`src/rtl/wdog_pkg.sv`:
```
package wdog_pkg;

  // Tick source encoding of the optSrc option
  typedef enum logic [1:0] {
    SRC_RC    = 2'd0,
    SRC_INSTR = 2'd1,
    SRC_RTC   = 2'd2,
    SRC_NONE  = 2'd3
  } wdSrc_e;

  // Strobes from control to datapath
  typedef struct packed {
    logic clear;    // zero the count this cycle
    logic advance;  // one counted tick this cycle
  } wdStrobe_t;

endpackage

```
`src/rtl/wdog_datapath.sv`:
```
module wdog_datapath
  import wdog_pkg::*;
#(
  parameter int BASE_LOG2 = 12,
  parameter int DIV_STEPS = 4,
  localparam int SEL_W = (DIV_STEPS > 1) ? $clog2(DIV_STEPS) : 1,
  localparam int CNT_W = BASE_LOG2 + DIV_STEPS - 1
) (
  input  logic             clk,
  input  logic             rstN,
  input  wdStrobe_t        strobe,
  input  logic [SEL_W-1:0] optDiv,
  output logic             wrapNow
);

  logic [CNT_W-1:0]     count;
  logic [DIV_STEPS-1:0] atEnd;
  logic                 selEnd;

  // One terminal compare per selectable length
  for (genvar g = 0; g < DIV_STEPS; g++) begin : gEnd
    localparam logic [CNT_W-1:0] LAST =
      CNT_W'((64'd1 << (BASE_LOG2 + g)) - 64'd1);
    assign atEnd[g] = (count >= LAST);
  end

  always_comb begin
    selEnd = atEnd[DIV_STEPS-1];
    if (int'(optDiv) < DIV_STEPS) selEnd = atEnd[optDiv];
  end

  assign wrapNow = strobe.advance & ~strobe.clear & selEnd;

  always_ff @(posedge clk or negedge rstN) begin
    if (!rstN)               count <= '0;
    else if (strobe.clear)   count <= '0;
    else if (strobe.advance) count <= wrapNow ? '0 : count + CNT_W'(1);
  end

  // Clear beats a simultaneous tick
  assert_clear_zero_R13: assert property (@(posedge clk) disable iff (!rstN)
    strobe.clear |=> (count == '0));

  // Restart from zero after a time-out
  assert_wrap_restart_R3: assert property (@(posedge clk) disable iff (!rstN)
    wrapNow |=> (count == '0));

  // A counted tick adds exactly one
  assert_step_one_R1: assert property (@(posedge clk) disable iff (!rstN)
    (strobe.advance && !strobe.clear && !wrapNow) |=>
      (count == CNT_W'($past(count) + CNT_W'(1))));

  // No tick, no clear: count holds
  assert_hold_idle_R1: assert property (@(posedge clk) disable iff (!rstN)
    (!strobe.advance && !strobe.clear) |=> $stable(count));

endmodule

```
`src/rtl/wdog_ctrl.sv`:
```
module wdog_ctrl
  import wdog_pkg::*;
(
  input  logic       clk,
  input  logic       rstN,
  input  logic       optEnable,
  input  logic [1:0] optSrc,
  input  logic       optPaired,
  input  logic       rcTick,
  input  logic       instrTick,
  input  logic       rtcTick,
  input  logic       halted,
  input  logic       cmdClr,
  input  logic       cmdClr1,
  input  logic       cmdClr2,
  input  logic       cmdHalt,
  input  logic       wrapNow,
  output wdStrobe_t  strobe,
  output logic       coldRstReq,
  output logic       warmRstReq,
  output logic       timeoutFlag
);

  wdSrc_e srcSel;
  logic   selTick;
  logic   seen1;
  logic   seen2;
  logic   singleHit;
  logic   pairDone;

  assign srcSel = wdSrc_e'(optSrc);

  // The instruction clock stops while halted
  always_comb begin
    case (srcSel)
      SRC_RC:    selTick = rcTick;
      SRC_INSTR: selTick = instrTick & ~halted;
      SRC_RTC:   selTick = rtcTick;
      default:   selTick = 1'b0;
    endcase
  end

  assign singleHit = ~optPaired & cmdClr;
  assign pairDone  = optPaired &
                     ((cmdClr1 & (seen2 | cmdClr2)) | (cmdClr2 & seen1));

  assign strobe.clear   = ~optEnable | cmdHalt | singleHit | pairDone;
  assign strobe.advance = optEnable & selTick;

  // Pair flags record which paired command has been seen
  always_ff @(posedge clk or negedge rstN) begin
    if (!rstN) begin
      seen1 <= 1'b0;
      seen2 <= 1'b0;
    end else if (strobe.clear || wrapNow) begin
      seen1 <= 1'b0;
      seen2 <= 1'b0;
    end else if (optPaired) begin
      seen1 <= seen1 | cmdClr1;
      seen2 <= seen2 | cmdClr2;
    end
  end

  // Request pulses and sticky status
  always_ff @(posedge clk or negedge rstN) begin
    if (!rstN) begin
      coldRstReq  <= 1'b0;
      warmRstReq  <= 1'b0;
      timeoutFlag <= 1'b0;
    end else begin
      coldRstReq  <= wrapNow & ~halted;
      warmRstReq  <= wrapNow & halted;
      timeoutFlag <= timeoutFlag | wrapNow;
    end
  end

  assert_cold_pulse_R3: assert property (@(posedge clk) disable iff (!rstN)
    coldRstReq |=> !coldRstReq);

  assert_warm_pulse_R4: assert property (@(posedge clk) disable iff (!rstN)
    warmRstReq |=> !warmRstReq);

  assert_one_kind_R4: assert property (@(posedge clk) disable iff (!rstN)
    !(coldRstReq && warmRstReq));

  assert_flag_follows_R5: assert property (@(posedge clk) disable iff (!rstN)
    (coldRstReq || warmRstReq) |-> timeoutFlag);

  assert_flag_sticky_R5: assert property (@(posedge clk) disable iff (!rstN)
    timeoutFlag |=> timeoutFlag);

  assert_off_silent_R12: assert property (@(posedge clk) disable iff (!rstN)
    !optEnable |=> (!coldRstReq && !warmRstReq));

  assert_pair_drop_R10: assert property (@(posedge clk) disable iff (!rstN)
    (strobe.clear || wrapNow) |=> (!seen1 && !seen2));

  assert_instr_halt_R11: assert property (@(posedge clk) disable iff (!rstN)
    (srcSel == SRC_INSTR && halted) |-> !strobe.advance);

endmodule

```
`src/rtl/watchdog_paired.sv`:
```
module watchdog_paired
  import wdog_pkg::*;
#(
  parameter int BASE_LOG2 = 12,
  parameter int DIV_STEPS = 4,
  localparam int SEL_W = (DIV_STEPS > 1) ? $clog2(DIV_STEPS) : 1
) (
  input  logic             clk,
  input  logic             rstN,
  input  logic             optEnable,
  input  logic [1:0]       optSrc,
  input  logic [SEL_W-1:0] optDiv,
  input  logic             optPaired,
  input  logic             rcTick,
  input  logic             instrTick,
  input  logic             rtcTick,
  input  logic             halted,
  input  logic             cmdClr,
  input  logic             cmdClr1,
  input  logic             cmdClr2,
  input  logic             cmdHalt,
  output logic             coldRstReq,
  output logic             warmRstReq,
  output logic             timeoutFlag
);

  wdStrobe_t strobe;
  logic      wrapNow;

  wdog_ctrl uCtrl (
    .clk        (clk),
    .rstN       (rstN),
    .optEnable  (optEnable),
    .optSrc     (optSrc),
    .optPaired  (optPaired),
    .rcTick     (rcTick),
    .instrTick  (instrTick),
    .rtcTick    (rtcTick),
    .halted     (halted),
    .cmdClr     (cmdClr),
    .cmdClr1    (cmdClr1),
    .cmdClr2    (cmdClr2),
    .cmdHalt    (cmdHalt),
    .wrapNow    (wrapNow),
    .strobe     (strobe),
    .coldRstReq (coldRstReq),
    .warmRstReq (warmRstReq),
    .timeoutFlag(timeoutFlag)
  );

  wdog_datapath #(
    .BASE_LOG2(BASE_LOG2),
    .DIV_STEPS(DIV_STEPS)
  ) uPath (
    .clk    (clk),
    .rstN   (rstN),
    .strobe (strobe),
    .optDiv (optDiv),
    .wrapNow(wrapNow)
  );

endmodule

```
`config.mk`:
```
export PLATFORM = sky130hd
export DESIGN_NAME = watchdog_paired
export DESIGN_NICKNAME = d
export VERILOG_FILES = /design/src/rtl/wdog_pkg.sv /design/src/rtl/wdog_datapath.sv /design/src/rtl/wdog_ctrl.sv /design/src/rtl/watchdog_paired.sv
export SDC_FILE = /design/constraint.sdc
export NUM_CORES = 1
export LEC_CHECK = 0
export BUFFER_PORTS_ARGS = -buffer_cell sky130_fd_sc_hd__buf_4
export CORE_ASPECT_RATIO = 2
export CORE_UTILIZATION = 29
export CTS_CLUSTER_DIAMETER = 80
export DETAILED_ROUTE_END_ITERATION = 7
export GPL_TIMING_DRIVEN = 0
export HOLD_SLACK_MARGIN = 0.1
export PLACE_DENSITY_LB_ADDON = 0.25
export SYNTH_ARGS = -nofsm -noshare
export SYNTH_HDL_FRONTEND = slang
export SYNTH_SLANG_ARGS = --single-unit
```
`constraint.sdc`:
```
create_clock -name clk -period 2.5 [get_ports clk]
set_clock_uncertainty 0.05 [all_clocks]
set_input_delay 0.5 -clock clk [delete_from_list [all_inputs] [get_ports clk]]
set_output_delay 0.5 -clock clk [all_outputs]
set_load 0.005 [all_outputs]
```
Word level (Yosys, flattened, before mapping)
Cells that the tools add are included.

cells by class
  add/sub/neg operators = 1
  multiply operators = 0
  div/mod/pow operators = 0
  $lt $le $gt $ge = 5
  equality and inequality tests = 2
  shifts and indexed selects = 0
  muxes and demuxes = 10
  bitwise gates (word level) = 21
  reductions and logical operators = 4

operators with widths
  kind                                                                          number
  15-bit 2-to-1 mux                                                             3
  15-bit by 1-bit adder with 15-bit output, second input constant               1
  15-bit by 12-bit >= comparator with 1-bit output, second input constant       1
  15-bit by 13-bit >= comparator with 1-bit output, second input constant       1
  15-bit by 14-bit >= comparator with 1-bit output, second input constant       1
  15-bit >= comparator, second input constant                                   1
  1-bit AND                                                                     10
  1-bit OR                                                                      7
  1-bit 2-to-1 mux                                                              5
  1-bit NOT                                                                     4
  2-bit nonzero test                                                            2
  2-bit by 3-bit less-than comparator with 1-bit output, second input constant  1
  1-bit one-hot mux with 3 select lines                                         1
  1-bit binary-select mux with 2-bit select                                     1
  2-bit by 1-bit equality test with 1-bit output, second input constant         1
  2-bit equality test, second input constant                                    1
  2-bit logical NOT                                                             1
  1-bit logical OR                                                              1

storage, ports and cells
  bits in registers = 20
  bits in latches = 0
  RAM bits = 0
  bits in read-only memories = 0
  output and inout port bits = 3
  memories = 0

Depth between registers and ports, before layout
  word-level depth = 11
  depth in mapped cells = 7
  mapped depth without buffers = 6

Modules after synthesis
From an unflattened synthesis, not the netlist that was laid out.

second synthesis, totals
  cells, all modules = 141
  area, all modules = 1248.7 sq um

modules (own cells, without submodules)
  module         times used  cells an instance  area each (sq um)  seq. area each (sq um)
  wdog_datapath  1           117                1012.2             375.4
  wdog_ctrl      1           24                 236.5              125.1

Worst setup path before layout
OpenSTA, ideal clock, no wires.

  kind = input to register
  start point = input port optSrc[0]
  end point = register uPath.count[11]
  library setup time = 0.094 ns
  arrival time = 1.801 ns
  data required time = 2.356 ns
  path slack = 0.555 ns
  stages on the path = 5
  path buffers = 0
  cell sequence = nand2b_1 -> a22o_1 -> o21a_1 -> or4_1 -> a211oi_1

on the way
  cells in the longest elaborated chain, start to end = 8
  elaborated cells on any way between the ends = 11
  those cells by class = eq/ne: 2; mux: 4; bitwise: 3; reduce/logical: 2

RTL lines
  element                                            line                   RTL
  start, declared                                    watchdog_paired.sv:11  input logic [1:0] optSrc,
  2-bit equality test, or another cell as far along  wdog_ctrl.sv:35        case (srcSel)
  1-bit one-hot mux with 3 select lines *            wdog_ctrl.sv:35
  1-bit AND *                                        wdog_ctrl.sv:48        assign strobe.advance = optEnable & selTick;
  1-bit AND (2 in series)                            wdog_datapath.sv:32    assign wrapNow = strobe.advance & ~strobe.clear & selEnd;
  15-bit 2-to-1 mux (2 in series)                    wdog_datapath.sv:37    else if (strobe.advance) count <= wrapNow ? '0 : count + CNT_W'(1);
  15-bit 2-to-1 mux                                  wdog_datapath.sv:36    else if (strobe.clear) count <= '0;
  end signal, assigned                               wdog_datapath.sv:37
  end, declared                                      wdog_datapath.sv:16    logic [CNT_W-1:0] count;

Mark *: on every way between the ends. The rest lies on a longest branch, timed or not. The select of a mux whose other input is x is not followed.
A chain may end at the register's enable or synchronous reset.

Worst setup path after layout
  start point = input port optSrc[1]
  end point = register uPath.count[13]

The elaborated chain is that of the path after synthesis.

==> run metrics <==
post-synthesis sequential area ratio=0.407; Synth top area share=0.407; hpwl dp=approximately 2700 µm; Slew HR=0.568; ANT cells=0; CP required=2.60 ns; Syn Nets=roughly 160; Cells after Synth=~140; first-pass GRT wire length=between 5000 and 6000 µm; sequential power share=0.547; CTS Root Cell=clkbuf_8; Setup CP Type=input port to register; DR pass1 iterations=4; TritonCTS Sinks=20; Post-Syn Area=between 0.001 and 0.0015 mm²; Tightest Pin Transition=0.645 ns; clock latency on the worst-skew pair=0.25 ns; initial antenna violation count=0; Synth area leader=dfrtp_1; Final Core Density=0.362; die area=0.00452 mm²; GP Congestion=0.760; Comb power frac=0.102; CP delay by family, top=compound AO/OA/AOI/OAI gates; Data arrival, critical path=2.35 ns; CP Launch Type=input port; CP max-delay cell=o31ai_1; PnR worst setup slack=0.242 ns; Buf/Inv on CP=2; CTS Buf Count=3; final setup TNS=0 ns; Clock Tree Buf Depth=2; clock slew at reported path FFs=0.07 ns; Post-synth EDFFs=0; vias per cell=5.80; largest net degree at the start of global routing=21; DR iter-0 viols=43; Mapped Avg Cell Area=8.71 µm²; vias=1246; fin crit period=2.26 ns; CP Cell Sequence=buf_4, o31ai_1, o21a_1, clkbuf_1, o21ai_0, a211oi_1; Starting Density=0.301; status=finished, final reports clean; chip height=94.1 µm; post-CTS repair timing setup buffer count=0; vias in the first global route=1267; synth top area cells=dfrtp_1 41%, o211ai_1 6.7%, nand4_1 6.1%, nand2_1 5.8%, nand3_1 5.3%; Layout area overhead=20.5%; mean routed wirelength per cell=~16 µm; kind of end point of the critical path=register; internal power=0.457 mW; antenna-violating nets left=0; Crit Path Max Fanout=10; worst hold path class=input port to register; H-tree Lvls=1; ys async rst share=1.00; final worst-path cycle share=0.903; I/O pin count=19; share of cells above drive strength 1=0.172; most frequent cells in the layout=20 x dfrtp_1, 19 x nand2_1, 18 x buf_4, 13 x nand3_1, 12 x nand4_1; Slew Limit Fails=0; GR Overflow Total=0; Max rail drop VDD=201 µV; core area=just over 0.004 mm²; Yosys Warn Count=0; ys flop type=dfrtp_1; max frequency=443 MHz; Lkg Pwr=0.590 nW; Synth Register Bits=20; GRT Resource Usage Total=0.169; Total Nets Final=182; Fill cells=415; Psw=0.138 mW; die span in x=48.0 µm; total wire length=between 3000 and 4000 µm; DRC viols=0; pre-CTS WS=0.0120 ns; Fin. Hold Viols=0; CTS tree=yes; Clk pwr share=0.352; pwr dens=402 mW/mm²; switching share of power=0.232; RSZ-0062 raised after global routing=false; most common cell after layout, fill and taps aside=dfrtp_1; number of cell rows=33; unique cell type count in the Yosys netlist=38; final setup fails=0; PortBufs=18; CP max stage delay=approximately 0.50 ns; Max-Cap Viols=0
-- worst register-to-register path: stages (launching register included) --
cell and delay, ns:
dfrtp_1 0.39, o211ai_1 0.22, o2111a_1 0.24, o21a_1 0.29, clkbuf_1 0.42, o21ai_0 0.18
a211oi_1 0.29
-- per-stage QoR --
step                cells  hold WS, ns  cell area, µm²  power [mW]
floorplan             141        0.154            1230       0.355
global placement      211        0.344            1430       0.390
detailed placement    211        0.350            1430       0.392
CTS                   215        0.348            1480       0.607
global route          215        0.346            1480       0.625
finish                215        0.351            1480       0.595
-- metal layers --
layer	vias to the layer above	track usage	part of all wire
li1	585	-	-
met4	0	0.0995	0.030
met2	46	0.315	0.58
met5	-	0	0
met1	605	0.155	0.35
met3	10	0.0212	0.033
-- cells in the mapped netlist (3+ instances only) --
library cell  instances
a21oi_1               5
nand4_1              12
a211oi_1              4
nand3_1              13
and2_1                3
o211ai_1             11
nor3_1                3
clkbuf_1              5
o31ai_1               4
nand2_1              19
or4_1                 3
nor2_1                9
dfrtp_1              20
-- cell families after synthesis --
kind of cell / share of synthesized area
simple gates: 0.342
fa+ha+maj: 0.0102
flops: 0.407
buf+inv: 0.0255
compound gates: 0.215
-- state kept, by name, summed over array words and instances (netlist names) --
| name | cells |
|---|---|
| uCtrl.seen2 | 1 |
| uPath.count | 15 |
| uCtrl.coldRstReq | 1 |
| uCtrl.seen1 | 1 |
| uCtrl.warmRstReq | 1 |
| uCtrl.timeoutFlag | 1 |
-- final timing paths --
path,startpoint,to,slack [ns],cells after the start
hold reg to reg,uCtrl.timeoutFlag$_DFF_PN0_,uCtrl.timeoutFlag$_DFF_PN0_,0.42,1
hold / removal,halted,uCtrl.coldRstReq$_DFF_PN0_,0.35,2
max in group asynchronous,rstN,uPath.count[9]$_DFFE_PN0P_,1.57,2
setup / recovery,optSrc[1],uPath.count[13]$_DFFE_PN0P_,0.24,6
min in group asynchronous,rstN,uPath.count[14]$_DFFE_PN0P_,0.61,2
setup reg to reg,uCtrl.seen1$_DFFE_PN0P_,uPath.count[13]$_DFFE_PN0P_,0.31,6
-- repair_timing --
action | CTS | global route
hold endpoints to repair | 20 | 0
hold buffers | 1 | 0
setup endpoints to repair | 0 | 0
resized for setup | 0 | 0
-- power by group through the flow --
stage | clock (mW) | sequential [mW] | combinational [mW]
after CTS | 0.219 | 0.325 | 0.0620
after global routing | 0.232 | 0.325 | 0.0676
after detailed placement | 0 | 0.332 | 0.0604
final | 0.209 | 0.326 | 0.0604
after global placement | 0 | 0.332 | 0.0585
after floorplan | 0 | 0.332 | 0.0237
-- final cells by class --
cell class | instances | area (µm²) | share of cell area
tap | 52 | 65.1 | 0.0440
sequential | 20 | 500 | 0.338
clock buffer | 3 | 41.3 | 0.0279
buffer | 6 | 23.8 | 0.0161
timing repair buffer | 19 | 145 | 0.0981
multi-input combinational | 113 | 697 | 0.471
inverter | 2 | 7.51 | 0.00507
(Power assumes the default switching activity.)
